===== config.mk =====
export PLATFORM = sky130hd
export DESIGN_NAME = tiled_mul4x4
export DESIGN_NICKNAME = d
export VERILOG_FILES = /design/src/rtl/mul_pkg.sv /design/src/rtl/half_adder.sv /design/src/rtl/full_adder.sv /design/src/rtl/ripple_add.sv /design/src/rtl/mul2x2_tile.sv /design/src/rtl/tiled_mul4x4.sv
export SDC_FILE = /design/constraint.sdc
export NUM_CORES = 1
export LEC_CHECK = 0
export ABC_AREA = 1
export BUFFER_PORTS_ARGS = -buffer_cell sky130_fd_sc_hd__buf_2
export CORE_AREA = 2 2 39 41
export DETAILED_ROUTE_END_ITERATION = 10
export DIE_AREA = 0 0 41 43
export PLACE_DENSITY = 0.68
export RECOVER_POWER = 50
export REMOVE_ABC_BUFFERS = 1
export SKIP_LAST_GASP = 1
export SYNTH_ARGS = -nofsm -noshare
export SYNTH_HDL_FRONTEND = slang
export SYNTH_SLANG_ARGS = --single-unit

===== constraint.sdc =====
create_clock -name vclk -period 5.5
set_input_delay 1.375 -clock vclk [all_inputs]
set_output_delay 1.375 -clock vclk [all_outputs]
set_load 0.02 [all_outputs]

===== src/rtl/mul_pkg.sv =====
package mul_pkg;
  localparam int unsigned TILE_W = 2;
  localparam int unsigned OP_W   = 2 * TILE_W;
  localparam int unsigned TP_W   = 2 * TILE_W;
  localparam int unsigned PROD_W = 2 * OP_W;
  localparam int unsigned MAX_OP = (1 << OP_W) - 1;
  localparam int unsigned MAX_PROD = MAX_OP * MAX_OP;
endpackage


===== src/rtl/half_adder.sv =====
module half_adder (
  input  logic x,
  input  logic y,
  output logic s,
  output logic c
);
  assign s = x ^ y;
  assign c = x & y;
endmodule


===== src/rtl/full_adder.sv =====
module full_adder (
  input  logic x,
  input  logic y,
  input  logic ci,
  output logic s,
  output logic co
);
  logic s1, c1, c2;
  half_adder ha0_i (.x(x),  .y(y),  .s(s1), .c(c1));
  half_adder ha1_i (.x(s1), .y(ci), .s(s),  .c(c2));
  assign co = c1 | c2;
endmodule


===== src/rtl/ripple_add.sv =====
module ripple_add #(
  parameter int unsigned W = 4
) (
  input  logic [W-1:0] x,
  input  logic [W-1:0] y,
  output logic [W:0]   sum
);
  logic [W:0] cy;

  half_adder lsb_i (.x(x[0]), .y(y[0]), .s(sum[0]), .c(cy[1]));
  assign cy[0] = 1'b0;

  generate
    for (genvar k = 1; k < W; k++) begin : g_fa
      full_adder fa_i (.x(x[k]), .y(y[k]), .ci(cy[k]), .s(sum[k]), .co(cy[k+1]));
    end
  endgenerate

  assign sum[W] = cy[W];
endmodule


===== src/rtl/mul2x2_tile.sv =====
module mul2x2_tile (
  input  logic [1:0] a,
  input  logic [1:0] b,
  output logic [3:0] p
);
  logic pp00, pp10, pp01, pp11;
  logic c_mid;

  assign pp00 = a[0] & b[0];
  assign pp10 = a[1] & b[0];
  assign pp01 = a[0] & b[1];
  assign pp11 = a[1] & b[1];

  assign p[0] = pp00;
  half_adder ha_mid_i (.x(pp10), .y(pp01),  .s(p[1]), .c(c_mid));
  half_adder ha_top_i (.x(pp11), .y(c_mid), .s(p[2]), .c(p[3]));

  always_comb begin
    AST_TILE_LSB: assert (p[0] == (a[0] & b[0]));
    AST_TILE_MAX: assert ((p == 4'd9) == (a == 2'd3 && b == 2'd3));
    AST_TILE_RANGE: assert (p <= 4'd9);
  end
endmodule


===== src/rtl/tiled_mul4x4.sv =====
module tiled_mul4x4
  import mul_pkg::*;
(
  input  logic [OP_W-1:0]   a_op,
  input  logic [OP_W-1:0]   b_op,
  output logic [PROD_W-1:0] prod
);
  localparam int unsigned UP_W = PROD_W - TILE_W;

  logic [TILE_W-1:0] a_half [2];
  logic [TILE_W-1:0] b_half [2];
  logic [TP_W-1:0]   tile_p [2][2];

  assign a_half[0] = a_op[TILE_W-1:0];
  assign a_half[1] = a_op[OP_W-1:TILE_W];
  assign b_half[0] = b_op[TILE_W-1:0];
  assign b_half[1] = b_op[OP_W-1:TILE_W];

  generate
    for (genvar i = 0; i < 2; i++) begin : g_arow
      for (genvar j = 0; j < 2; j++) begin : g_bcol
        mul2x2_tile tile_i (.a(a_half[i]), .b(b_half[j]), .p(tile_p[i][j]));
      end
    end
  endgenerate

  logic [TP_W:0] cross_sum;
  ripple_add #(.W(TP_W)) cross_add_i (
    .x  (tile_p[1][0]),
    .y  (tile_p[0][1]),
    .sum(cross_sum)
  );

  logic [UP_W-1:0] outer_term;
  logic [UP_W-1:0] cross_ext;
  logic [UP_W:0]   upper_sum;

  assign outer_term = {tile_p[1][1], tile_p[0][0][TP_W-1:TILE_W]};
  assign cross_ext  = {{(UP_W-TP_W-1){1'b0}}, cross_sum};

  ripple_add #(.W(UP_W)) upper_add_i (
    .x  (outer_term),
    .y  (cross_ext),
    .sum(upper_sum)
  );

  assign prod = {upper_sum[UP_W-1:0], tile_p[0][0][TILE_W-1:0]};

  always_comb begin
    AST_NO_OVERFLOW: assert (upper_sum[UP_W] == 1'b0);
    AST_PROD_RANGE: assert (32'(prod) <= MAX_PROD);
    AST_ZERO_OPERAND: assert (!(a_op == '0 || b_op == '0) || prod == '0);
    AST_UNIT_A: assert (a_op != OP_W'(1) || prod == PROD_W'(b_op));
    AST_UNIT_B: assert (b_op != OP_W'(1) || prod == PROD_W'(a_op));
  end
endmodule


==> results.py <==
metrics = {
    "run_status": {
        "status": "complete, no violations",
    },
    "final_layout": {
        "fillers": 134,
        "area_delta_synth_final_pct": 51.11,
        "finalNonFillerCells": 108,
        "n_sequential_cell": 0,
        "antenna_cells": 0,
        "nets": 119,
        "drive_gt1_share_pct": 52.17,
        "register_area_um2": 0,
        "clock_buffers": 0,
    },
    "floorplan": {
        "core_um2": 1384,
        "die_h_um": 43,
        "placementRows": 14,
        "dieArea_um2": 1763,
        "fp.dieW_um": 41,
        "start_util_pct": 36.80,
        "pin_count": 16,
    },
    "routing": {
        "dr.pass1.iters": 4,
        "wl_um": 1079,
        "drt_iter0_markers": 7,
        "drc": 0,
        "routed-via-count": 469,
        "final_antenna_net_count": 0,
        "top_layer_used": "met4",
        "viasPerCell": 4.343,
        "drt-wirelength-per-cell_um": 9.991,
        "met3_length_um": 45,
        "met1_length_um": 365,
        "dr_wl_met2_um": 654,
    },
    "global_routing": {
        "gr-total-overflow": 0,
        "grt_pass1_vias": 502,
        "grt_use_total_pct": 14.98,
        "grt_antenna_before_repair": 0,
        "grt_max_degree": 4,
        "grt_pass1_wl_um": 1863,
    },
    "placed_design": {
        "io_buffers": 16,
        "post-place-ws_ps": -247.2,
        "placed_cells": 106,
        "gp_congestion": 0.8229,
        "dpl.hpwl_um": 777.4,
    },
    "sta": {
        "hold_ws_ps": 3201,
        "finalMaxSlewViolations": 0,
        "setup_tns_ps": 0,
        "max_freq_mhz": 182.9,
        "worst_slew_pin_slew_ps": 254.7,
        "fin_ws_ps": 31.91,
        "rsz0062_at_grt": "yes",
        "finalCriticalPeriod_ps": 5468,
        "setup_viol": 0,
        "finalCritPeriodShare_pct": 99.42,
        "slew_headroom_pct": 83.09,
        "hold_viol": 0,
    },
    "worst_setup_path": {
        "startpoint_type": "input pin",
        "worstPathArrival_ps": 4090,
        "endpoint_kind": "primary output",
        "worstPathRequired_ps": 4120,
        "critPathMaxFanout": 2,
        "crit_type": "input pin to primary output",
    },
    "pwr": {
        "sw_frac_of_total_pct": 54.96,
        "p_seq_share_pct": 0,
        "power.leakage_uw": 0.0004733,
        "finalPower_uw": 80.29,
        "p_switching_uw": 44.12,
        "ir_worst_vdd_uv": 56.62,
        "internal_power_uw": 36.16,
        "power.share.clock_pct": 0,
        "power_density_nw_per_um2": 104.3,
        "combinationalPowerShare_pct": 100.0,
    },
    "logic_synthesis": {
        "avgSynthCellArea_um2": 6.882,
        "ys_warn_count": 0,
        "netlist_instances": 74,
        "yosysSeqAreaShare_pct": 0,
        "synth.distinct_cells": 5,
        "netlist_area_um2": 509.2,
    },
    "run": {
        "drv_cap": 0,
    },
    "clocking": {
        "ctsHoldBuffers": 0,
    },
    "worst_hold_path": {
        "hp-class": "input pin to primary output",
    },
}
## critical path, stage by stage
cell	delay (ps)
buf_6	90
nand2_2	60
inv_2	40
ha_4	250
inv_2	30
fa_2	350
fa_2	340
fa_1	500
inv_2	40
fa_2	350
fa_2	540
buf_6	110
## routing by layer
metal,up-vias,GRT usage [%]
met5,-,0
met2,12,30.00
met4,0,2.667
li1,230,-
met1,225,14.85
met3,2,1.571
## final cells by class
class	count	area (µm²)	area share (%)
multi-input combinational	36	409.1	53.17
tap	16	20.02	2.602
inverter	30	115.1	14.96
timing repair buffer	26	225.2	29.27
## through the flow
| step | instance area, µm² | utilization [%] |
|---|---|---|
| after floorplan | 449.2 | - |
| after global placement | 609.3 | 44.03 |
| after detailed placement | 609.3 | 44.03 |
| after CTS | 760.7 | 54.97 |
| after global routing | 769.5 | 55.61 |
| final | 769.5 | 55.61 |
## cell families after synthesis
kind of cell               Yosys count  synth area share (%)
buffers and inverters               38                 33.91
adders and majority gates           17                 52.09
and+or+nand+nor                     19                 14.01
## cell usage after synthesis
cell	number	area, µm²
inv_1	30	112.6
nand2_1	19	71.32
ha_1	10	125.1
buf_4	8	60.06
fa_1	7	140.1
## power by group through the flow
stage	sequential (µW)	combinational (µW)	clock [µW]
finish	0	80.3	0
global route	0	90.8	0
CTS	0	79.5	0
detailed placement	0	64.7	0
global placement	0	63.9	0
floorplan	0	44.6	0
## layout by cell type, fill, tap and decap left out, types with 3 or more instances in the layout
cell / n
nand2_1: 13
nand2_2: 5
inv_2: 9
buf_4: 7
ha_4: 3
fa_2: 6
ha_1: 7
buf_2: 3
buf_6: 13
inv_1: 20
clkbuf_1: 3
## what timing repair did
action                                 in CTS  in global routing
endpoints found under the hold margin       0                  0
pin swaps                                  12                  7
setup endpoints to repair                   2                  2
resized for setup                          37                  6
buffers inserted                            2                  0
## final timing paths
path	cells after the start	startpoint	slack (ps)	endpoint
max	12	a_op[3]	30	prod[6]
min	5	b_op[0]	3200	prod[0]
Note: power is estimated with default switching activity, not from simulation.
